$ cat src/rtl/spim_pkg.sv
package spim_pkg;
   localparam int unsigned BUS_AW = 8;
   localparam int unsigned BUS_DW = 32;
   localparam int unsigned FRAME_MAX = 32;
   localparam int unsigned FLEN_W = 5;
   localparam int unsigned DIV_W = 16;
   localparam int unsigned LVL_W = 5;

   localparam logic [BUS_AW-1:0] A_CTL0  = 8'h00;
   localparam logic [BUS_AW-1:0] A_CTL1  = 8'h04;
   localparam logic [BUS_AW-1:0] A_CTL2  = 8'h08;
   localparam logic [BUS_AW-1:0] A_STAT  = 8'h0C;
   localparam logic [BUS_AW-1:0] A_DATA  = 8'h18;
   localparam logic [BUS_AW-1:0] A_REV   = 8'h60;
   localparam logic [BUS_AW-1:0] A_FEAT  = 8'h64;

   localparam int unsigned B_LSB    = 6;
   localparam int unsigned B_LOOP   = 7;
   localparam int unsigned B_FLEN   = 16;
   localparam int unsigned B_EN     = 0;
   localparam int unsigned B_TXOE   = 1;
   localparam int unsigned B_RXCLR  = 2;
   localparam int unsigned B_TXCLR  = 3;
   localparam int unsigned B_RXEN   = 7;
   localparam int unsigned B_TXEN   = 8;
   localparam int unsigned B_CSLVL  = 9;
   localparam int unsigned B_CSSEL  = 10;
   localparam int unsigned B_RXCNT  = 4;
   localparam int unsigned B_TXCNT  = 12;
   localparam int unsigned B_SPICAP = 26;

   typedef struct packed {
      logic              loop;
      logic              lsb;
      logic [DIV_W-1:0]  div;
      logic [FLEN_W-1:0] flen;
      logic              en;
      logic              txoe;
      logic              rxen;
      logic              txen;
      logic              cs_lvl;
      logic [1:0]        cs_sel;
   } spim_cfg_t;
endpackage

$ cat src/rtl/spim_fifo.sv
module spim_fifo #(
   parameter int unsigned W     = 32,
   parameter int unsigned DEPTH = 16
) (
   input  logic                          clk,
   input  logic                          rst_n,
   input  logic                          clr,
   input  logic                          push,
   input  logic [W-1:0]                  din,
   input  logic                          pop,
   output logic [W-1:0]                  dout,
   output logic [$clog2(DEPTH+1)-1:0]    count,
   output logic                          full,
   output logic                          empty
);
   localparam int unsigned AW = $clog2(DEPTH);
   localparam int unsigned CW = $clog2(DEPTH+1);

   if (DEPTH < 2 || (DEPTH & (DEPTH - 1)) != 0) begin : g_bad_depth
      $error("spim_fifo: DEPTH must be a power of two of at least 2");
   end

   logic [W-1:0]  mem [DEPTH];
   logic [AW-1:0] wp, rp;
   logic          do_push, do_pop;

   assign full    = (count == CW'(DEPTH));
   assign empty   = (count == '0);
   assign do_push = push & ~full;
   assign do_pop  = pop & ~empty;
   assign dout    = mem[rp];

   always_ff @(posedge clk) begin
      if (do_push) mem[wp] <= din;
   end

   always_ff @(posedge clk or negedge rst_n) begin
      if (!rst_n) begin
         wp    <= '0;
         rp    <= '0;
         count <= '0;
      end else if (clr) begin
         wp    <= '0;
         rp    <= '0;
         count <= '0;
      end else begin
         if (do_push) wp <= wp + 1'b1;
         if (do_pop)  rp <= rp + 1'b1;
         unique case ({do_push, do_pop})
            2'b10:   count <= count + 1'b1;
            2'b01:   count <= count - 1'b1;
            default: count <= count;
         endcase
      end
   end
endmodule

$ cat src/rtl/spim_shift.sv
module spim_shift
   import spim_pkg::*;
(
   input  logic                  clk,
   input  logic                  rst_n,
   input  logic                  start,
   input  logic [FRAME_MAX-1:0]  word,
   input  logic [FLEN_W-1:0]     flen,
   input  logic                  lsb,
   input  logic [DIV_W-1:0]      div,
   input  logic                  txoe,
   input  logic                  loop,
   input  logic                  miso,
   output logic                  busy,
   output logic                  sclk,
   output logic                  mosi,
   output logic                  done,
   output logic [FRAME_MAX-1:0]  rx_word
);
   logic [FRAME_MAX-1:0] txw, rxw;
   logic [FLEN_W-1:0]    bitn, idx;
   logic [DIV_W-1:0]     cnt;
   logic                 bit_out, rx_in, edge_now;

   // position of the current bit in the frame word
   assign idx      = lsb ? bitn : (flen - bitn);
   assign bit_out  = txw[idx];
   assign mosi     = busy & txoe & bit_out;
   assign rx_in    = loop ? bit_out : miso;
   assign edge_now = busy & (cnt == div);
   assign done     = edge_now & sclk & (bitn == flen);
   assign rx_word  = rxw;

   always_ff @(posedge clk or negedge rst_n) begin
      if (!rst_n) begin
         busy <= 1'b0;
         sclk <= 1'b0;
         txw  <= '0;
         rxw  <= '0;
         bitn <= '0;
         cnt  <= '0;
      end else if (!busy) begin
         if (start) begin
            busy <= 1'b1;
            sclk <= 1'b0;
            txw  <= word;
            rxw  <= '0;
            bitn <= '0;
            cnt  <= '0;
         end
      end else if (!edge_now) begin
         cnt <= cnt + 16'd1;
      end else begin
         cnt <= '0;
         if (!sclk) begin
            sclk     <= 1'b1;
            rxw[idx] <= rx_in;
         end else begin
            sclk <= 1'b0;
            if (bitn == flen) busy <= 1'b0;
            else              bitn <= bitn + 1'b1;
         end
      end
   end
endmodule

$ cat src/rtl/spim_ctrl.sv
module spim_ctrl
   import spim_pkg::*;
#(
   parameter int unsigned TX_DEPTH = 16,
   parameter int unsigned RX_DEPTH = 16,
   parameter int unsigned CS_NUM   = 4,
   parameter logic [31:0] REV_WORD = 32'h0001_1900
) (
   input  logic              clk,
   input  logic              rst_n,
   input  logic              bus_req,
   input  logic              bus_we,
   input  logic [7:0]        bus_addr,
   input  logic [31:0]       bus_wdata,
   output logic [31:0]       bus_rdata,
   output logic              spi_sclk,
   output logic              spi_mosi,
   input  logic              spi_miso,
   output logic [CS_NUM-1:0] spi_cs_n
);
   localparam int unsigned TCW = $clog2(TX_DEPTH+1);
   localparam int unsigned RCW = $clog2(RX_DEPTH+1);

   if (TX_DEPTH > 16 || RX_DEPTH > 16) begin : g_bad_fill
      $error("spim_ctrl: fill counts must fit the 5-bit status fields");
   end
   if (CS_NUM < 1 || CS_NUM > 4) begin : g_bad_cs
      $error("spim_ctrl: CS_NUM must be 1 to 4");
   end

   spim_cfg_t cfg;

   logic wr, rd;
   logic tx_push, tx_pop, tx_flush, tx_full, tx_empty;
   logic rx_push, rx_pop, rx_flush, rx_full, rx_empty;
   logic [TCW-1:0] tx_cnt;
   logic [RCW-1:0] rx_cnt;
   logic [LVL_W-1:0] tx_lvl, rx_lvl;
   logic [FRAME_MAX-1:0] tx_head, rx_head, rx_word, fmask;
   logic eng_busy, eng_done, start;
   logic [31:0] stat, feat;

   assign wr = bus_req & bus_we;
   assign rd = bus_req & ~bus_we;

   always_ff @(posedge clk or negedge rst_n) begin
      if (!rst_n) begin
         cfg        <= '0;
         cfg.cs_lvl <= 1'b1;
      end else if (wr) begin
         unique case (bus_addr)
            A_CTL0: begin
               cfg.loop <= bus_wdata[B_LOOP];
               cfg.lsb  <= bus_wdata[B_LSB];
            end
            A_CTL1: begin
               cfg.div  <= bus_wdata[DIV_W-1:0];
               cfg.flen <= bus_wdata[B_FLEN +: FLEN_W];
            end
            A_CTL2: begin
               cfg.en     <= bus_wdata[B_EN];
               cfg.txoe   <= bus_wdata[B_TXOE];
               cfg.rxen   <= bus_wdata[B_RXEN];
               cfg.txen   <= bus_wdata[B_TXEN];
               cfg.cs_lvl <= bus_wdata[B_CSLVL];
               cfg.cs_sel <= bus_wdata[B_CSSEL +: 2];
            end
            default: ;
         endcase
      end
   end

   // data writes keep only the bits that belong to the frame
   assign fmask    = {FRAME_MAX{1'b1}} >> (5'd31 - cfg.flen);
   assign tx_push  = wr & (bus_addr == A_DATA);
   assign rx_pop   = rd & (bus_addr == A_DATA);
   assign tx_flush = wr & (bus_addr == A_CTL2) & bus_wdata[B_TXCLR];
   assign rx_flush = wr & (bus_addr == A_CTL2) & bus_wdata[B_RXCLR];
   assign start    = ~eng_busy & cfg.en & cfg.txen & ~tx_empty;
   assign tx_pop   = start;
   assign rx_push  = eng_done & cfg.rxen;

   spim_fifo #(.W(FRAME_MAX), .DEPTH(TX_DEPTH)) u_txq (
      .clk(clk), .rst_n(rst_n), .clr(tx_flush),
      .push(tx_push), .din(bus_wdata & fmask),
      .pop(tx_pop), .dout(tx_head), .count(tx_cnt),
      .full(tx_full), .empty(tx_empty)
   );

   spim_fifo #(.W(FRAME_MAX), .DEPTH(RX_DEPTH)) u_rxq (
      .clk(clk), .rst_n(rst_n), .clr(rx_flush),
      .push(rx_push), .din(rx_word),
      .pop(rx_pop), .dout(rx_head), .count(rx_cnt),
      .full(rx_full), .empty(rx_empty)
   );

   spim_shift u_eng (
      .clk(clk), .rst_n(rst_n), .start(start), .word(tx_head),
      .flen(cfg.flen), .lsb(cfg.lsb), .div(cfg.div), .txoe(cfg.txoe),
      .loop(cfg.loop), .miso(spi_miso), .busy(eng_busy),
      .sclk(spi_sclk), .mosi(spi_mosi), .done(eng_done), .rx_word(rx_word)
   );

   assign tx_lvl = LVL_W'(tx_cnt);
   assign rx_lvl = LVL_W'(rx_cnt);

   for (genvar i = 0; i < CS_NUM; i++) begin : g_cs
      assign spi_cs_n[i] = (cfg.cs_sel == 2'(i)) ? cfg.cs_lvl : 1'b1;
   end

   always_comb begin
      stat                   = '0;
      stat[0]                = rx_full;
      stat[1]                = ~tx_full;
      stat[2]                = eng_busy | ~tx_empty;
      stat[B_RXCNT +: LVL_W] = rx_lvl;
      stat[B_TXCNT +: LVL_W] = tx_lvl;
      feat                   = '0;
      feat[7:0]              = 8'(FRAME_MAX - 1);
      feat[15:8]             = 8'(RX_DEPTH - 1);
      feat[23:16]            = 8'(TX_DEPTH - 1);
      feat[B_SPICAP]         = 1'b1;
   end

   always_comb begin
      bus_rdata = '0;
      unique case (bus_addr)
         A_CTL0: begin
            bus_rdata[B_LOOP] = cfg.loop;
            bus_rdata[B_LSB]  = cfg.lsb;
         end
         A_CTL1: begin
            bus_rdata[DIV_W-1:0]        = cfg.div;
            bus_rdata[B_FLEN +: FLEN_W] = cfg.flen;
         end
         A_CTL2: begin
            bus_rdata[B_EN]         = cfg.en;
            bus_rdata[B_TXOE]       = cfg.txoe;
            bus_rdata[B_RXEN]       = cfg.rxen;
            bus_rdata[B_TXEN]       = cfg.txen;
            bus_rdata[B_CSLVL]      = cfg.cs_lvl;
            bus_rdata[B_CSSEL +: 2] = cfg.cs_sel;
         end
         A_STAT:  bus_rdata = stat;
         A_DATA:  bus_rdata = rx_empty ? '0 : rx_head;
         A_REV:   bus_rdata = REV_WORD;
         A_FEAT:  bus_rdata = feat;
         default: bus_rdata = '0;
      endcase
   end
endmodule

$ cat config.mk
export PLATFORM = sky130hd
export DESIGN_NAME = spim_ctrl
export DESIGN_NICKNAME = d
export VERILOG_FILES = /design/src/rtl/spim_pkg.sv /design/src/rtl/spim_fifo.sv /design/src/rtl/spim_shift.sv /design/src/rtl/spim_ctrl.sv
export SDC_FILE = /design/constraint.sdc
export NUM_CORES = 1
export LEC_CHECK = 0
export ABC_AREA = 1
export BUFFER_PORTS_ARGS = -buffer_cell sky130_fd_sc_hd__buf_2
export CAP_MARGIN = 30
export CORE_MARGIN = 5
export CORE_UTILIZATION = 25
export DETAILED_ROUTE_END_ITERATION = 6
export SLEW_MARGIN = 30
export SYNTH_ARGS = -nofsm -noshare
export SYNTH_HDL_FRONTEND = slang
export SYNTH_SLANG_ARGS = --single-unit
$ cat constraint.sdc
create_clock -name clk -period 8.1 [get_ports clk]
set_input_delay 0.405 -clock clk [delete_from_list [all_inputs] [get_ports clk]]
set_output_delay 0.405 -clock clk [all_outputs]
set_load 0.01 [all_outputs]
==> results.toml <==
[sta]
final.min_clock_period_ps = 4768
relSlewSlack = 0.3452
holdWs_ps = 30.00
max_freq_ghz = 0.2098
rsz0062_at_grt = "false"
worstMarginPinSlew_ps = 982.1
setup_viol = 0
period_share = 0.5886
fin_skew_ps = 25.24
setup-tns-final_ps = 0
hold_viol = 0
maxSlewViolCount = 0

[flow_run]
max-cap-violations = 0

[worst_setup_path]
cpMaxStageDelayCell = "dfrtp_4"
cp.arrival_ps = 4360
cp-start-kind = "register"
path_class = "reg2out"
critPathMostFrequentCell = "buf_4"
required_ps = 7700
cp_slowest_stage_delay_ps = 890
crit_fanout = 75
path_cells = "buf_4, buf_4, nor2_1, o32ai_1, o22ai_1, nand2_1, nand3_1, o211ai_1, buf_2"
worstSetupEndpointType = "output port"

[place]
dp.cells = 6477
io_buffers = 82
hpwl_um = 76550
placed_area_um2 = 51530
gp_congestion = 0.8496

[synth]
avgSynthCellArea_um2 = 11.87
synth_edf_count = 1024
ys_seq_area_frac = 0.7135
synthesis.instances = 4054
yosys_warnings = 0
syn_area_um2 = 48120
ys_async_sr_fraction = 0.1225
synth_flop_cell = "edfxtp_1"
mappedNetlistNets = 4121
yosys.cell_types.count = 51
ys_seq_elements = 1167

[final_layout]
drive_above_1_share = 0.1009
layout_commonest_cell = "edfxtp_1"
final_cell_mix = "edfxtp_1, nor2_1, o21ai_0, nand2_1, nand3_1"
multi_input_area_um2 = 12490
nets = 4138
syn2layout_area_growth_pct = 14.95
seq_area_um2 = 34350
stdcell_area_um2 = 55310
nFillCells = 19410
fin_cells = 6692

[floorplanning]
fp.dieW_um = 448.7
start_util = 0.2506
die_h_um = 448.7
core_um2 = 192000
die-area_um2 = 201300
num_rows = 161
io_pins = 83

[power]
swShare = 0.3060
vdd_drop_max_mv = 0.2656
power.total_mw = 15.62
power_leakage_nw = 18.71
p_int_mw = 10.84
power_density_nw_per_um2 = 282.5
power.switching_mw = 4.781
pwr-share-seq = 0.497
power_frac_clock = 0.336
p_comb_frac = 0.167

[clock_tree]
cts-buffers-inserted = 107
cts.sinks = 1167
clk_latency_ps = 730
cts_tree = "yes"
cts_root_buf = "clkbuf_16"
htreeDepth = 3
clockBufferDepth = 3
post_cts_resized = 0
clk_pin_slew_ps = 60

[route]
wire_per_inst_um = 20.72
post-route-drc-count = 1
first_pass_iters = 7
via_per_inst = 4.856
ant_nets = 0
vias = 32500
finalWirelength_um = 138700
drt_iter0_drc = 3611

[worst_hold_path]
hold_class = "in2reg"

[grt]
gr-total-overflow = 0
grt_max_degree = 97
antenna_found_initial = 4
grt.total_usage = 0.1311
grt_pass1_wl_um = 203200
first_global_vias = 30410

[run_status]
violations = "design-rule violations"
status = "complete, but fails checks"
## synth_stat cells (2+ instances only)
cell type	instances	share of area
fa_1	2	0.00083
buf_2	17	0.0018
o32ai_1	15	0.0027
o211ai_1	5	0.00078
clkinv_1	3	0.00023
buf_6	6	0.0014
dfrtp_1	142	0.074
xor2_1	13	0.0024
a21oi_1	71	0.0074
buf_1	17	0.0013
nand4_1	18	0.0023
nand2_2	2	0.00026
nand3_1	143	0.015
a22oi_1	9	0.0014
a211oi_1	3	0.00047
o21ai_0	608	0.063
and3_1	2	0.00026
nor2_4	5	0.0012
a31oi_1	40	0.0052
o22ai_1	126	0.016
nand2_1	476	0.037
o21ai_1	2	0.00021
inv_1	135	0.011
o221ai_1	128	0.023
or2_2	4	0.00052
o31ai_1	3	0.00047
nand3_2	10	0.0021
nor4_1	4	0.00052
nor3_1	14	0.0015
o2111ai_1	2	0.00036
edfxtp_1	1024	0.64
a221oi_1	10	0.0018
ha_1	20	0.0052
nor2_1	725	0.057
inv_2	10	0.00078
clkbuf_1	217	0.017
xnor2_1	5	0.00091
nor3b_1	5	0.00078
## cell type report
| type | instances | area share |
|---|---|---|
| Multi-Input combinational cell | 2480 | 0.2259 |
| Tap cell | 2526 | 0.05714 |
| Inverter | 149 | 0.01041 |
| Clock inverter | 63 | 0.01310 |
| Clock buffer | 138 | 0.05273 |
| Antenna cell | 3 | 0.0001357 |
| Timing Repair Buffer | 166 | 0.01959 |
| Sequential cell | 1167 | 0.6210 |
## critical path, delay by kind of cell (launching register included)
kind | cells | cell delay, ps
AOI/OAI and AO/OA | 3 | 700
buffers and inverters | 3 | 1610
DFF | 1 | 890
and+or+nand+nor | 3 | 400
## routing by layer
layer / share of wire / up-vias / GRT usage
met2: 0.48 / 1253 / 0.2149
met3: 0.078 / 200 / 0.02378
met4: 0.025 / 0 / 0.03328
li1: - / 14770 / -
met5: 0 / - / 0
met1: 0.42 / 16270 / 0.1800
## state kept, by name, indices dropped and copies added (netlist names), 5 cells and up
| register | cells |
|---|---|
| u_rxq.mem | 512 |
| u_txq.mem | 512 |
| u_eng.rx_word | 32 |
| u_eng.txw | 32 |
| cfg | 30 |
| u_eng.cnt | 16 |
| u_eng.bitn | 5 |
| u_rxq.count | 5 |
| u_txq.count | 5 |
## worst paths after layout
| check | from | end | slack, ps | depth (start not counted) |
|---|---|---|---|---|
| max reg2reg | cfg[9] | u_rxq.mem[1][30] | 4220 | 10 |
| max | u_rxq.rp[0] | bus_rdata[19] | 3330 | 9 |
| min reg2reg | cfg[19] | cfg[19] | 530 | 2 |
| min in group asynchronous | rst_n | u_eng.txw[28] | 230 | 2 |
| max in group asynchronous | rst_n | u_rxq.rp[0] | 6700 | 3 |
| min | bus_wdata[20] | cfg[11] | 30 | 3 |
## through the flow
step                      setup WS (ps)    util
after floorplan                    4689       -
after global placement             3975  0.2682
after detailed placement           3987  0.2684
after CTS                          3221  0.2879
after global routing               3020  0.2881
final                              3332  0.2881
## power by group through the flow
stage	Combinational, mW	Sequential [mW]	Clock, mW
floorplan	2.00	7.43	0
global placement	2.53	7.87	0
detailed placement	2.58	7.88	0
CTS	2.59	7.75	5.31
global route	2.93	7.81	5.58
finish	2.61	7.77	5.25
## kinds of logic (layout without fill, tap and decap cells)
group / Yosys count / after routing / share of synthesized area
AO/OA/AOI/OAI: 1026 / 1026 / 0.1247
flip-flops: 1167 / 1167 / 0.7135
other: 0 / 3 / 0
AND/OR/NAND/NOR: 1414 / 1414 / 0.1193
buffers and inverters: 407 / 516 / 0.03326
XOR/XNOR: 18 / 18 / 0.003276
adder cells (fa/ha/maj): 22 / 22 / 0.006033
## timing repair
action,CTS,global route
hold endpoints to repair,55,0
setup buffers,0,0
hold buffers,10,0
No activity file was read; power rests on OpenSTA's default activity.
